<file path="src/rtl/cmdrsp_pkg.sv">
package cmdrsp_pkg;

  localparam int HALF_W     = 16;
  localparam int ARG_W      = 2 * HALF_W;
  localparam int IDX_W      = 6;
  localparam int RSP_BYTES  = 16;
  localparam int RSP_WORDS  = RSP_BYTES / 2;
  localparam int RSP_BITS   = RSP_BYTES * 8;
  localparam int LEN_W      = $clog2(RSP_BYTES + 1);
  localparam int RD_ADDR_W  = 4;

  localparam logic [1:0] SEL_CMD    = 2'd0;
  localparam logic [1:0] SEL_ARG_LO = 2'd1;
  localparam logic [1:0] SEL_ARG_HI = 2'd2;

  localparam logic [1:0] CTYPE_DATA = 2'd3;

  localparam logic [31:0] R1_ERR_BASE = 32'hFDF9_0000;
  localparam logic [31:0] AUTH_SEQ_BIT = 32'h0000_0008;
  localparam logic [15:0] R6_ERR_MASK = 16'hE008;

  typedef enum logic [2:0] {
    K_NONE,
    K_R1,
    K_R1B,
    K_R2,
    K_R3,
    K_R6
  } rsp_kind_t;

  typedef struct packed {
    logic       dir;
    logic       spare_hi;
    logic [1:0] ctype;
    logic       busy;
    logic [2:0] rtype;
    logic       init;
    logic       spare_lo;
    logic [5:0] idx;
  } cmd_fields_t;

  function automatic rsp_kind_t kind_of(input logic [2:0] rtype, input logic busy);
    case (rtype)
      3'd1:    kind_of = busy ? K_R1B : K_R1;
      3'd2:    kind_of = K_R2;
      3'd3:    kind_of = K_R3;
      3'd6:    kind_of = K_R6;
      default: kind_of = K_NONE;
    endcase
  endfunction

  function automatic logic [LEN_W-1:0] need_len(input rsp_kind_t k);
    case (k)
      K_NONE:  need_len = LEN_W'(0);
      K_R2:    need_len = LEN_W'(RSP_BYTES);
      default: need_len = LEN_W'(4);
    endcase
  endfunction

  function automatic logic [31:0] r1_err_mask(input logic ake);
    r1_err_mask = R1_ERR_BASE | (ake ? AUTH_SEQ_BIT : 32'h0);
  endfunction

  function automatic logic [7:0] byte_at(input logic [RSP_BITS-1:0] b, input int n);
    byte_at = b[8*n +: 8];
  endfunction

  function automatic logic [HALF_W-1:0] rsp_word(input logic [RSP_BITS-1:0] b, input int k);
    rsp_word = {byte_at(b, 2*k), byte_at(b, 2*k + 1)};
  endfunction

endpackage

</file>
<file path="src/rtl/cmd_decode.sv">
module cmd_decode
  import cmdrsp_pkg::*;
(
  input  logic [HALF_W-1:0] cmd_word,
  output logic [IDX_W-1:0]  idx,
  output rsp_kind_t         kind,
  output logic              init_only,
  output logic              is_data,
  output logic              dir
);
  cmd_fields_t f;

  always_comb begin
    f         = cmd_fields_t'(cmd_word);
    idx       = f.idx;
    kind      = kind_of(f.rtype, f.busy);
    init_only = f.init && (f.idx == '0);
    is_data   = (f.ctype == CTYPE_DATA);
    dir       = f.dir;
  end
endmodule

</file>
<file path="src/rtl/rsp_classify.sv">
module rsp_classify
  import cmdrsp_pkg::*;
(
  input  rsp_kind_t           kind,
  input  logic [LEN_W-1:0]    len,
  input  logic [RSP_BITS-1:0] bytes,
  input  logic                ake_chk_en,
  output logic                timeout,
  output logic                card_err,
  output logic                not_ready,
  output logic                store
);
  logic [31:0] be_status;
  logic [15:0] r6_status;
  logic        short_rsp;

  always_comb begin
    be_status = {byte_at(bytes, 0), byte_at(bytes, 1), byte_at(bytes, 2), byte_at(bytes, 3)};
    r6_status = {byte_at(bytes, 2), byte_at(bytes, 3)};
    short_rsp = (len < need_len(kind));
    timeout   = short_rsp;
    store     = (kind != K_NONE) && !short_rsp;
    card_err  = 1'b0;
    not_ready = 1'b0;
    if (!short_rsp) begin
      case (kind)
        K_R1, K_R1B: card_err  = |(be_status & r1_err_mask(ake_chk_en));
        K_R6:        card_err  = |(r6_status & R6_ERR_MASK);
        K_R3:        not_ready = !be_status[31];
        default: ;
      endcase
    end
  end
endmodule

</file>
<file path="src/rtl/rsp_bank.sv">
module rsp_bank
  import cmdrsp_pkg::*;
#(
  parameter int NWORDS = RSP_WORDS,
  localparam int SEL_W = $clog2(NWORDS)
) (
  input  logic                clk,
  input  logic                rst_n,
  input  logic                clr,
  input  logic                load,
  input  logic [RSP_BITS-1:0] bytes,
  input  logic [SEL_W-1:0]    rd_sel,
  output logic [HALF_W-1:0]   rd_word,
  output logic                all_zero
);
  logic [HALF_W-1:0] words [NWORDS];

  for (genvar r = 0; r < NWORDS; r++) begin : g_word
    localparam int K = NWORDS - 1 - r;
    logic [HALF_W-1:0] word_q;
    always_ff @(posedge clk) begin
      if (!rst_n)     word_q <= '0;
      else if (clr)   word_q <= '0;
      else if (load)  word_q <= rsp_word(bytes, K);
    end
    assign words[r] = word_q;
  end

  always_comb begin
    all_zero = 1'b1;
    for (int i = 0; i < NWORDS; i++) begin
      if (words[i] != '0) all_zero = 1'b0;
    end
  end

  assign rd_word = words[rd_sel];

  a_r3_clear_zero: assert property (@(posedge clk) disable iff (!rst_n)
    clr |=> all_zero);
endmodule

</file>
<file path="src/rtl/cmd_issue_ctrl.sv">
module cmd_issue_ctrl
  import cmdrsp_pkg::*;
(
  input  logic                 clk,
  input  logic                 rst_n,
  input  logic                 ctrl_en,
  input  logic                 ake_chk_en,
  input  logic                 wr_en,
  input  logic [1:0]           wr_sel,
  input  logic [HALF_W-1:0]    wr_data,
  input  logic [RD_ADDR_W-1:0] rd_addr,
  output logic [HALF_W-1:0]    rd_data,
  output logic                 card_req,
  output logic [IDX_W-1:0]     card_idx,
  output logic [ARG_W-1:0]     card_arg,
  input  logic                 card_rsp_valid,
  input  logic [LEN_W-1:0]     card_rsp_len,
  input  logic [RSP_BITS-1:0]  card_rsp_bytes,
  output logic                 ev_cmd_done,
  output logic                 ev_timeout,
  output logic                 ev_card_err,
  output logic                 ev_not_ready,
  output logic                 ev_busy_wait,
  output logic                 xfer_active,
  output logic                 xfer_dir,
  output logic                 fifo_flush
);
  localparam int WSEL_W = $clog2(RSP_WORDS);

  logic [ARG_W-1:0]  arg_q;
  logic [HALF_W-1:0] last_cmd_q;
  logic              wait_q;
  rsp_kind_t         kind_q;

  logic [IDX_W-1:0]  dec_idx;
  rsp_kind_t         dec_kind;
  logic              dec_init_only, dec_is_data, dec_dir;

  logic              cmd_wr, accept, rsp_take;
  logic              cl_timeout, cl_err, cl_nready, cl_store;
  logic [HALF_W-1:0] bank_word;
  logic              bank_zero;

  cmd_decode u_dec (
    .cmd_word  (wr_data),
    .idx       (dec_idx),
    .kind      (dec_kind),
    .init_only (dec_init_only),
    .is_data   (dec_is_data),
    .dir       (dec_dir)
  );

  rsp_classify u_cls (
    .kind       (kind_q),
    .len        (card_rsp_len),
    .bytes      (card_rsp_bytes),
    .ake_chk_en (ake_chk_en),
    .timeout    (cl_timeout),
    .card_err   (cl_err),
    .not_ready  (cl_nready),
    .store      (cl_store)
  );

  assign cmd_wr   = wr_en && (wr_sel == SEL_CMD);
  assign accept   = cmd_wr && ctrl_en && !wait_q;
  assign rsp_take = wait_q && card_rsp_valid;

  rsp_bank #(.NWORDS(RSP_WORDS)) u_bank (
    .clk      (clk),
    .rst_n    (rst_n),
    .clr      (accept),
    .load     (rsp_take && cl_store),
    .bytes    (card_rsp_bytes),
    .rd_sel   (rd_addr[WSEL_W-1:0]),
    .rd_word  (bank_word),
    .all_zero (bank_zero)
  );

  always_ff @(posedge clk) begin
    if (!rst_n) begin
      arg_q        <= '0;
      last_cmd_q   <= '0;
      wait_q       <= 1'b0;
      kind_q       <= K_NONE;
      card_req     <= 1'b0;
      card_idx     <= '0;
      ev_cmd_done  <= 1'b0;
      ev_timeout   <= 1'b0;
      ev_card_err  <= 1'b0;
      ev_not_ready <= 1'b0;
      ev_busy_wait <= 1'b0;
      xfer_active  <= 1'b0;
      xfer_dir     <= 1'b0;
      fifo_flush   <= 1'b0;
    end else begin
      card_req     <= 1'b0;
      ev_cmd_done  <= 1'b0;
      ev_timeout   <= 1'b0;
      ev_card_err  <= 1'b0;
      ev_not_ready <= 1'b0;
      ev_busy_wait <= 1'b0;
      fifo_flush   <= 1'b0;
      if (wr_en && wr_sel == SEL_ARG_LO) arg_q[HALF_W-1:0]     <= wr_data;
      if (wr_en && wr_sel == SEL_ARG_HI) arg_q[ARG_W-1:HALF_W] <= wr_data;
      if (accept) begin
        last_cmd_q <= wr_data;
        kind_q     <= dec_kind;
        if (dec_init_only) begin
          ev_cmd_done <= 1'b1;
        end else begin
          card_req    <= 1'b1;
          card_idx    <= dec_idx;
          wait_q      <= 1'b1;
          xfer_active <= dec_is_data;
          fifo_flush  <= dec_is_data;
          if (dec_is_data) xfer_dir <= dec_dir;
        end
      end else if (rsp_take) begin
        wait_q       <= 1'b0;
        ev_timeout   <= cl_timeout;
        ev_cmd_done  <= !cl_timeout;
        ev_card_err  <= cl_err;
        ev_not_ready <= cl_nready;
        ev_busy_wait <= !cl_timeout && (kind_q == K_R1B);
      end
    end
  end

  assign card_arg = arg_q;

  always_comb begin
    if (rd_addr < RD_ADDR_W'(RSP_WORDS)) rd_data = bank_word;
    else begin
      case (rd_addr)
        RD_ADDR_W'(8):  rd_data = arg_q[HALF_W-1:0];
        RD_ADDR_W'(9):  rd_data = arg_q[ARG_W-1:HALF_W];
        RD_ADDR_W'(10): rd_data = last_cmd_q;
        default:        rd_data = '0;
      endcase
    end
  end

  a_r1_req_single: assert property (@(posedge clk) disable iff (!rst_n)
    card_req |=> !card_req);
  a_r2_disabled_ignored: assert property (@(posedge clk) disable iff (!rst_n)
    (cmd_wr && !ctrl_en) |=> !card_req);
  a_r2_busy_ignored: assert property (@(posedge clk) disable iff (!rst_n)
    (cmd_wr && wait_q && !card_rsp_valid) |=> $stable(last_cmd_q));
  a_r4_init_no_issue: assert property (@(posedge clk) disable iff (!rst_n)
    (accept && dec_init_only) |=> (!card_req && ev_cmd_done));
  a_r5_timeout_excl: assert property (@(posedge clk) disable iff (!rst_n)
    !(ev_timeout && ev_cmd_done));
  a_r5_timeout_keeps_zero: assert property (@(posedge clk) disable iff (!rst_n)
    ev_timeout |-> bank_zero);
  a_r6_err_with_done: assert property (@(posedge clk) disable iff (!rst_n)
    ev_card_err |-> ev_cmd_done);
  a_r10_flush_arms: assert property (@(posedge clk) disable iff (!rst_n)
    fifo_flush |-> (xfer_active && card_req));
endmodule

</file>
<file path="config.mk">
export PLATFORM = sky130hd
export DESIGN_NAME = cmd_issue_ctrl
export DESIGN_NICKNAME = d
export VERILOG_FILES = /design/src/rtl/cmdrsp_pkg.sv /design/src/rtl/cmd_decode.sv /design/src/rtl/rsp_classify.sv /design/src/rtl/rsp_bank.sv /design/src/rtl/cmd_issue_ctrl.sv
export SDC_FILE = /design/constraint.sdc
export NUM_CORES = 1
export LEC_CHECK = 0
export BUFFER_PORTS_ARGS = -buffer_cell sky130_fd_sc_hd__buf_2
export CELL_PAD_IN_SITES_DETAIL_PLACEMENT = 1
export CELL_PAD_IN_SITES_GLOBAL_PLACEMENT = 1
export CORE_ASPECT_RATIO = 0.6
export CORE_MARGIN = 5
export CORE_UTILIZATION = 35
export DETAILED_ROUTE_END_ITERATION = 12
export HOLD_SLACK_MARGIN = 0.03
export PLACE_DENSITY_LB_ADDON = 0.1
export SLEW_MARGIN = 40
export SYNTH_ARGS = -nofsm -noshare
export SYNTH_HDL_FRONTEND = slang
export SYNTH_SLANG_ARGS = --single-unit
export TNS_END_PERCENT = 20
</file>
<file path="constraint.sdc">
create_clock -name clk -period 2.3 [get_ports clk]
set_clock_uncertainty 0.2 [all_clocks]
set_input_delay 0.345 -clock clk [delete_from_list [all_inputs] [get_ports clk]]
set_output_delay 0.345 -clock clk [all_outputs]
set_load 0.005 [all_outputs]
</file>
After elaboration in Yosys (flattened, before gate mapping)
Cells that the tools add are included.
{"block": "totals", "regBits": 195, "input_bits": 161, "out_inout_bits": 63, "elab_cells": 96}
{"block": "op_classes", "n_lt_le_gt_ge": 3, "eq_ne": 16, "muxes": 17, "bitwise_logic": 7, "n_reduce_logical": 30}
{"op": "16-bit binary-select mux with 3-bit select", "count": 1}
{"op": "16-bit two-way mux", "count": 3}
{"op": "16-bit case mux with 3 select lines", "count": 1}
{"op": "32-bit AND", "count": 1}
{"op": "32-bit OR reduction", "count": 1}
{"op": "3-bit by 2-bit equality test with 1-bit output, second input constant", "count": 4}
{"op": "4-bit equality test, second input constant", "count": 3}
{"op": "3-bit case mux with 4 select lines", "count": 1}
{"op": "1-bit logical AND", "count": 10}
{"op": "5-bit case mux with 2 select lines", "count": 1}
{"op": "3-bit equality test, second input constant", "count": 3}
{"op": "4-bit OR reduction", "count": 2}
{"op": "1-bit two-way mux", "count": 7}
{"op": "3-bit by 1-bit equality test with 1-bit output, second input constant", "count": 2}
{"op": "6-bit logical NOT", "count": 1}
{"op": "2-bit AND reduction", "count": 3}
{"op": "3-bit OR reduction", "count": 2}
{"op": "5-bit less-than comparator", "count": 1}
{"op": "1-bit inverter", "count": 5}
{"op": "5-bit OR reduction", "count": 1}
{"op": "2-bit equality test, second input constant", "count": 2}
{"op": "4-bit greater-or-equal comparator, second input constant", "count": 1}
{"op": "4-bit less-than comparator, second input constant", "count": 1}
{"op": "4-bit two-way mux", "count": 1}
{"op": "12 further kinds", "count": 15}

Depth between registers and ports, before layout
Gate-level depths: netlist of the first run.
{"block": "depth", "word_depth": 6, "mapped_depth": 9, "mapped_depth_nobuf": 7}

Cells and area by module
A second synthesis of the first run with hierarchy kept.
{"block": "hier_totals", "hier_cells": 906, "hier_area_um2": 9021.2}
{"mod": "rsp_bank", "n_inst": 1, "cells_each": 514, "area_per_inst_um2": 5810.6, "seq_area_each_um2": 2562.5}
{"mod": "cmd_issue_ctrl", "n_inst": 1, "cells_each": 354, "area_per_inst_um2": 2942.8, "seq_area_each_um2": 1341.3}
{"mod": "rsp_classify", "n_inst": 1, "cells_each": 21, "area_per_inst_um2": 138.9, "seq_area_each_um2": 0.0}
{"mod": "cmd_decode", "n_inst": 1, "cells_each": 17, "area_per_inst_um2": 128.9, "seq_area_each_um2": 0.0}

Worst setup path after synthesis of the first run
Ideal clock, no wire load.
{"block": "synth_timing", "path_type": "reg2reg", "from": "register kind_q[2]", "to": "register u_bank.g_word[0].word_q[10]", "setup_ps": 70, "arrival_ps": 2075, "required_time_ps": 2030, "path_slack_ps": -46, "stages_incl_launch_ff": 10, "path_buffers": 2, "synth_period_minus_slack_ps": 2346, "cell_sequence": "dfxtp_1 -> nand2b_1 -> or2_2 -> ha_1 -> o32ai_2 -> a221o_1 -> buf_2 -> buf_2 -> nand2_1 -> a21oi_1"}
{"block": "synth_between", "elab_chain_cells": 6, "word_cells_on_any_way": 8, "cone_classes": "1 x order compare; 1 x eq/ne; 1 x mux; 5 x reduce/logical"}
{"element": "from (decl)", "line_no": "cmd_issue_ctrl.sv:33", "source": "rsp_kind_t kind_q;"}
{"element": "from (signal assigned)", "line_no": "cmd_issue_ctrl.sv:107", "source": "kind_q <= dec_kind;"}
{"element": "3-bit by 2-bit equality test with 1-bit output or 3-bit logical NOT (tied branches)", "line_no": "cmdrsp_pkg.sv:53", "source": "case (k)"}
{"element": "5-bit case mux with 2 select lines", "line_no": "cmdrsp_pkg.sv:53"}
{"element": "5-bit less-than comparator", "line_no": "rsp_classify.sv:20", "source": "short_rsp = (len < need_len(kind));"}
{"element": "1-bit logical NOT", "line_no": "rsp_classify.sv:22", "source": "store = (kind != K_NONE) && !short_rsp;"}
{"element": "1-bit logical AND (*)", "line_no": "rsp_classify.sv:22"}
{"element": "1-bit logical AND (*)", "line_no": "cmd_issue_ctrl.sv:72", "source": ".load (rsp_take && cl_store),"}
{"element": "to (signal assigned)", "line_no": "rsp_bank.sv:24", "source": "else if (load) word_q <= rsp_word(bytes, K);"}
{"element": "to (decl)", "line_no": "rsp_bank.sv:20", "source": "logic [HALF_W-1:0] word_q;"}
Every way passes the cells marked *; elsewhere a longest branch is shown, timed or not.
A chain may end at the register's enable or synchronous reset.

Final worst setup path of the first run
{"block": "layout_timing", "from": "register kind_q[2]", "to": "register u_bank.g_word[7].word_q[2]"}
{"block": "layout_between", "elab_chain_cells": 6, "word_cells_on_any_way": 8, "cone_classes": "1 x order compare; 1 x eq/ne; 1 x mux; 5 x reduce/logical"}
{"element": "3-bit by 2-bit equality test with 1-bit output or 3-bit logical NOT (tied branches)", "line_no": "cmdrsp_pkg.sv:53"}
{"element": "5-bit case mux with 2 select lines", "line_no": "cmdrsp_pkg.sv:53"}
{"element": "5-bit less-than comparator", "line_no": "rsp_classify.sv:20"}
{"element": "1-bit logical NOT", "line_no": "rsp_classify.sv:22"}
{"element": "1-bit logical AND (*)", "line_no": "rsp_classify.sv:22"}
{"element": "1-bit logical AND (*)", "line_no": "cmd_issue_ctrl.sv:72"}
{"element": "to (signal assigned)", "line_no": "rsp_bank.sv:24"}
{"element": "to (decl)", "line_no": "rsp_bank.sv:20"}
Marked as above.

==> reports/results.ini, run 1 <==
[setup_path]
crit_chain = nand2b_4, or2_4, ha_4, o211ai_1, buf_4, a221o_4, buf_4, buf_12, nand2_2, a21oi_1
worst-path-buf-inv = 3
cp.arrival_ns = 2.58
r2r_cells = 10
critPathTopFamily = compound AO/OA/AOI/OAI gates
worstReg2RegStart = kind_q[2]
crit_type = reg2reg
cp-start-kind = register
r2r_end = u_bank.g_word[7].word_q[2]
worstPathRequired_ns = 2.42
critical_path.slowest_cell = a221o_4
rrSetupSlack_ns = -0.16
cpPeakStageDelay_ns = 0.42
worstPathMaxFanout = 18
cp-end-kind = register
cpMostUsedCell = buf_4

[logic_synthesis]
synth.most_common_cell = nand2_1
synth_ff_type = dfxtp_1
syn_nets = 1158
ys_types = 45
synth_top_area_cell = dfxtp_1
netlist_instances = 996
ys_seq_elements = 195
avgSynthCellArea_um2 = 8.32
ys_warn_count = 0
ys_top_cells_by_area = dfxtp_1 (47%), nand2_1 (17%), a21oi_1 (7.8%)
yosys.area.top_type_share = 0.471
synth_common_cells = nand2_1 (376), dfxtp_1 (195), a21oi_1 (129), a21boi_0 (54), buf_2 (34)
syn_area_um2 = 8290
async_reset_ff_frac = 0
seq_area_frac_synth = 0.471
synth_edf_count = 0

[die]
core-area_um2 = 23200
dieWidth_um = 209
dieHeight_um = 129
ioPinCount = 224
rows = 43
initial_core_util = 0.357
die_area_um2 = 27000

[min_path]
worstHoldPathCells = 3
hold_class = in2reg
min_to = u_bank.g_word[6].word_q[3]
hp-start = card_rsp_bytes[27]

[clock_tree]
cts.path.max_buffers = 2
cts_buffers = 17
cts_root_buffer = clkbuf_16
path_clk_slew_ns = 0.07
clk_latency_ns = 0.43
cts.sinks = 195
cts_tree = done
htreeDepth = 4

[sta]
worst_pin_slew_ns = 0.720
finalHoldViolations = 0
finalMaxSlewViolations = 0
fmax_mhz = 406
fin_crit_ns = 2.46
period_share = 1.07
rsz0062_at_grt = yes
final.setup.tns_ns = -14.20
relSlewSlack = 0.515
setup_viol = 128
finalWorstSetupSlack_ns = -0.164

[placement]
gp_congestion = 0.785
port_buffers = 221
placed_area_um2 = 10300
place_hpwl_um = 23900
place_ws_ns = -0.200

[final_layout]
final_area_um2 = 13000
fin_util = 0.562
drive_gt1_frac = 0.322
finalNetCount = 1570
fill_cells = 2748
area_growth_pct = 57.3

[power_and_ir_drop]
power_density_nw_per_um2 = 580
p_leak_nw = 5.19
ir_drop_uv = 574
p_total_w = 0.00755

[drt]
drt_iter0_markers = 598
vias = 8830
dr.pass1.iters = 7
routed_wl_um = 35200
vias_per_cell = 5.08
antenna_left = 0
avgRoutedWirePerCell_um = 20.3
drc = 0

[global_routing]
overflow = 0
grt_pass1_vias = 9365
grt_max_degree = 48
grt_usage = 0.255
grt_antenna_before_repair = 3
grt_pass1_wl_um = 53500

[outcome]
status = finished, violations left
failed_checks = setup timing

[job]
drv_cap = 0

==> power by group <==
part	leakage (nW)	total (W)	switching, W	internal (W)
Combinational	3.30	0.000855	0.000404	0.000451
Clock	0.311	0.00327	0.00133	0.00194
Sequential	1.57	0.00343	0.0000225	0.00341
Total	5.19	0.00755	0.00176	0.00580
==> layer usage <==
layer	track usage	routed length (µm)	up-vias
met3	0.0554	1750	35
met4	0.0541	433	6
met2	0.415	16000	213
met5	0	39	-
li1	-	-	4234
met1	0.353	17000	4342
==> flip-flops by register name, summed over array words and instances (netlist names), 3 cells and up <==
signal / cells
last_cmd_q: 16
card_idx: 6
card_arg: 32
kind_q: 3
u_bank.g_word.word_q: 128
==> per-stage QoR <==
stage | std cells | hold WS, ns
after floorplan | 996 | 0.233
after global placement | 1544 | 0.239
after detailed placement | 1544 | 0.246
after CTS | 1733 | 0.0332
after global routing | 1736 | 0.0424
final | 1738 | 0.0560
==> worst register-to-register path: stages (launching register included) <==
cell      delay (ns)
dfxtp_2         0.32
nand2b_4        0.14
or2_4           0.26
ha_4            0.26
o211ai_1        0.11
buf_4           0.16
a221o_4         0.42
buf_4           0.18
buf_12          0.15
nand2_2         0.09
a21oi_1         0.07
==> what timing repair did <==
action                     in CTS  in global routing
setup endpoints to repair     145                146
cloned                          3                  0
hold buffers                  144                  1
hold endpoints to repair      180                  1
buffers inserted               11                  3
gates resized for setup        55                 68
pin swaps                      23                 19
==> worst max-delay path by stage <==
| stage | startpoint | to | slack (ns) | depth (start not counted) |
|---|---|---|---|---|
| 6_report | kind_q[2] | u_bank.g_word[7].word_q[2] | -0.16 | 10 |
| 5_1_grt | kind_q[2] | u_bank.g_word[5].word_q[2] | -0.26 | 11 |
| 4_1_cts | kind_q[2] | u_bank.g_word[1].word_q[14] | -0.16 | 12 |
| 3_5_place_dp | kind_q[2] | u_bank.g_word[0].word_q[5] | -0.20 | 9 |
| 3_3_place_gp | rd_addr[1] | rd_data[14] | -0.17 | 7 |
| 2_1_floorplan | kind_q[2] | u_bank.g_word[0].word_q[15] | -0.02 | 9 |
==> placed cells by master (no fill, tap or decap), drive strengths merged, types with 2 or more instances in the layout <==
cell and instances:
nand2 376, buf 324, dfxtp 195, dlygate4sd3 145, a21oi 129, a21boi 55, mux2i 32, clkbuf 24
o21ai 23, mux4 18, a222oi 16, a221oi 15, nor2 8, nand3 5, inv 5, nor3 4
bufinv 4, nor4 4, nor2b 3, and2 3, nand2b 3, diode 2, clkinvlp 2, nor4bb 2
and3 2, xor2 2, o21a 2, nand3b 2, clkinv 2, or4b 2
==> cells by family (layout without fill, tap and decap cells) <==
| family | after synthesis | count (layout) | share of synthesized area |
|---|---|---|---|
| buffers and inverters | 82 | 507 | 0.0468 |
| multiplexers | 50 | 50 | 0.0876 |
| adder cells (fa/ha/maj) | 1 | 1 | 0.00151 |
| XOR/XNOR | 2 | 2 | 0.00211 |
| AND/OR/NAND/NOR | 418 | 418 | 0.203 |
| flip-flops | 195 | 195 | 0.471 |
| AO/OA/AOI/OAI | 248 | 248 | 0.188 |
| other | 0 | 2 | 0 |
==> layout make-up <==
type | count | area (µm²) | share of cell area
Antenna cell | 2 | 5.00 | 0.000384
Clock buffer | 24 | 492 | 0.0377
Clock inverter | 8 | 146 | 0.0112
Inverter | 5 | 22.5 | 0.00173
Multi-Input combinational cell | 719 | 4380 | 0.336
Sequential cell | 195 | 3910 | 0.300
Tap cell | 315 | 394 | 0.0302
Timing Repair Buffer | 470 | 3690 | 0.283
Power figures use the tool's default switching activity.
==> inputs of run 2 (changes only) <==
CORE_ASPECT_RATIO = 0.9   (was 0.6)
CORE_UTILIZATION = 36   (was 35)
CTS_BUF_LIST = sky130_fd_sc_hd__clkbuf_8   (was unset)
==> reports/results.ini, run 2 (synthesis gave the netlist of run 1 again) <==
[setup_path]
rrSetupSlack_ns = -0.21  ; -0.05 ns
worstPathMaxFanout = 24  ; +6
cp-end-kind = register
cp-start-kind = register
r2r_cells = 9  ; -1
crit_type = reg2reg
r2r_end = u_bank.g_word[3].word_q[6]
cp.arrival_ns = 2.66  ; +0.08 ns
worstPathRequired_ns = 2.46  ; +0.04 ns
worstReg2RegStart = kind_q[2]

[sta]
setup_viol = 132  ; +3.1%
worst_pin_slew_ns = 0.652  ; -0.0679 ns
fmax_mhz = 399  ; -1.8%
final.setup.tns_ns = -19.80  ; -5.60 ns
finalWorstSetupSlack_ns = -0.209  ; -0.0450 ns
relSlewSlack = 0.565  ; +0.0492
finalMaxSlewViolations = 0  ; unchanged
rsz0062_at_grt = yes
period_share = 1.09  ; +0.0196
finalHoldViolations = 0  ; unchanged
fin_crit_ns = 2.51  ; +0.0450 ns

[power_and_ir_drop]
power_density_nw_per_um2 = 517  ; -11%
p_switching_w = 0.00177  ; +0.93%
pwr-share-seq = 0.517  ; +0.063
p_clk_frac = 0.356  ; -0.077
ir_drop_uv = 257  ; -55%
switching_share = 0.267  ; +0.0349
p_int_w = 0.00486  ; -16%
p_total_w = 0.00663  ; -12%
p_leak_nw = 5.01  ; -3.3%
comb_power_share = 0.127  ; +0.014

[final_layout]
area_growth_pct = 54.8
largest_register = u_bank.g_word.word_q
drive_gt1_frac = 0.330  ; +0.00820
multi_input_area_um2 = 4420  ; +0.91%
fin_util = 0.568  ; +0.00631
final_area_um2 = 12800  ; -1.5%
layout_commonest_cell = nand2_1
fill_cells = 2624  ; -4.5%
most-common-layout-cells = nand2_1 (348), buf_2 (220), dfxtp_1 (191), dlygate4sd3_1 (147), a21oi_1 (84)
largest_reg_flops = 128  ; unchanged
finalNetCount = 1565  ; -0.32%
seqCellArea_um2 = 3910  ; about the same

[die]
core-area_um2 = 22600  ; -2.6%
dieHeight_um = 154  ; +19%
die_area_um2 = 26200  ; -3.0%
rows = 52  ; +21%
dieWidth_um = 170  ; -19%
initial_core_util = 0.367  ; +0.00968
ioPinCount = 224  ; unchanged

[job]
drv_cap = 0  ; unchanged

[global_routing]
grt_pass1_vias = 9226  ; -1.5%
grt_max_degree = 61  ; +27%
grt_usage = 0.259  ; +0.00393
grt_pass1_wl_um = 52600  ; -1.8%
overflow = 0  ; unchanged
grt_antenna_before_repair = 3  ; unchanged

[outcome]
status = finished, violations left
failed_checks = setup timing

[min_path]
min_to = kind_q[2]
hold_class = in2reg
worstHoldPathCells = 5  ; +2
hp-start = ctrl_en

[clock_tree]
clk_latency_ns = 0.48  ; +0.05 ns
cts.sinks = 195  ; unchanged
cts_tree = done
cts.path.max_buffers = 2  ; unchanged
cts_buffers = 17  ; unchanged
cts_root_buffer = clkbuf_8
path_clk_slew_ns = 0.12  ; +0.05 ns
htreeDepth = 4  ; unchanged

[placement]
placed_area_um2 = 10200  ; -0.71%
place_hpwl_um = 22600  ; -5.2%
gp_congestion = 0.800  ; +1.8%
port_buffers = 221  ; unchanged
place_ws_ns = -0.237  ; -0.0368 ns

[drt]
avgRoutedWirePerCell_um = 20.4  ; +0.82%
routed_wl_um = 35100  ; -0.40%
antenna_left = 0  ; unchanged
dr.pass1.iters = 8  ; +1
vias_per_cell = 5.15  ; +1.4%
drc = 0  ; unchanged
drt_iter0_markers = 555  ; -7.2%
vias = 8849  ; +0.22%

run 2: cell types whose count changed in the layout (fill, tap and decap cells not counted), moves of 8 or more:
cell       previous run  this run
a221oi_1              4        12
o21ai_0              15         7
a21oi_1             104        84
buf_4                68        59
a221oi_2             10         2
clkbuf_8              4        17
a21oi_2              25        45
clkbuf_16            17         0
run 2: per-stage QoR:
stage / instances / hold slack, ns
3_5_place_dp: 1513 / 0.244
2_1_floorplan: 996 / 0.233
4_1_cts: 1712 / 0.114
6_report: 1717 / 0.151
5_1_grt: 1716 / 0.144
3_3_place_gp: 1513 / 0.240
run 2: layout make-up:
| class | instances | area share |
|---|---|---|
| Clock inverter | 15 | 0.0138 |
| Clock buffer | 17 | 0.0182 |
| Multi-Input combinational cell | 720 | 0.344 |
| Sequential cell | 195 | 0.305 |
| Timing Repair Buffer | 464 | 0.288 |
| Tap cell | 297 | 0.0290 |
| Inverter | 5 | 0.00146 |
| Antenna cell | 4 | 0.000780 |
run 2: how the worst max path moves through the flow:
stage / endpoint / cells past startpoint / slack [ns] / from
after floorplan: u_bank.g_word[0].word_q[15] / 9 / -0.02 / kind_q[2]
after global placement: rd_data[1] / 7 / -0.24 / rd_addr[1]
after detailed placement: rd_data[1] / 7 / -0.24 / rd_addr[1]
after CTS: u_bank.g_word[1].word_q[7] / 11 / -0.12 / kind_q[2]
after global routing: u_bank.g_word[4].word_q[12] / 12 / -0.34 / kind_q[2]
final: u_bank.g_word[3].word_q[6] / 9 / -0.21 / kind_q[2]
run 2: power by group through the flow:
stage | combinational [W] | sequential [W] | clock [W]
4_1_cts | 0.000799 | 0.00343 | 0.00240
6_report | 0.000842 | 0.00343 | 0.00236
2_1_floorplan | 0.000227 | 0.00350 | 0
3_3_place_gp | 0.000571 | 0.00351 | 0
5_1_grt | 0.000899 | 0.00343 | 0.00253
3_5_place_dp | 0.000577 | 0.00351 | 0
run 2: per-layer routing:
layer	wire length [µm]	GRT usage	up-vias
met5	0	0	-
met4	453	0.0620	0
met3	1920	0.0426	37
met2	17600	0.446	264
met1	15200	0.339	4317
li1	-	-	4231
run 2: worst max-delay path, cell delays in order (launching register included):
cell and delay (ns):
dfxtp_2 0.35, nand2b_4 0.13, or2_4 0.26, ha_4 0.27, o211ai_1 0.12, buf_4 0.19
a221o_4 0.45, buf_12 0.21, nand2_1 0.11, a21oi_2 0.07
run 2: repair_timing:
action                                  CTS  global route
buffers inserted                         16             1
gates cloned                              5             0
endpoints found under the hold margin   192             0
pin swaps                                17            13
resized for setup                        69            74
endpoints found under the setup margin  145           145
hold buffers                            147             0
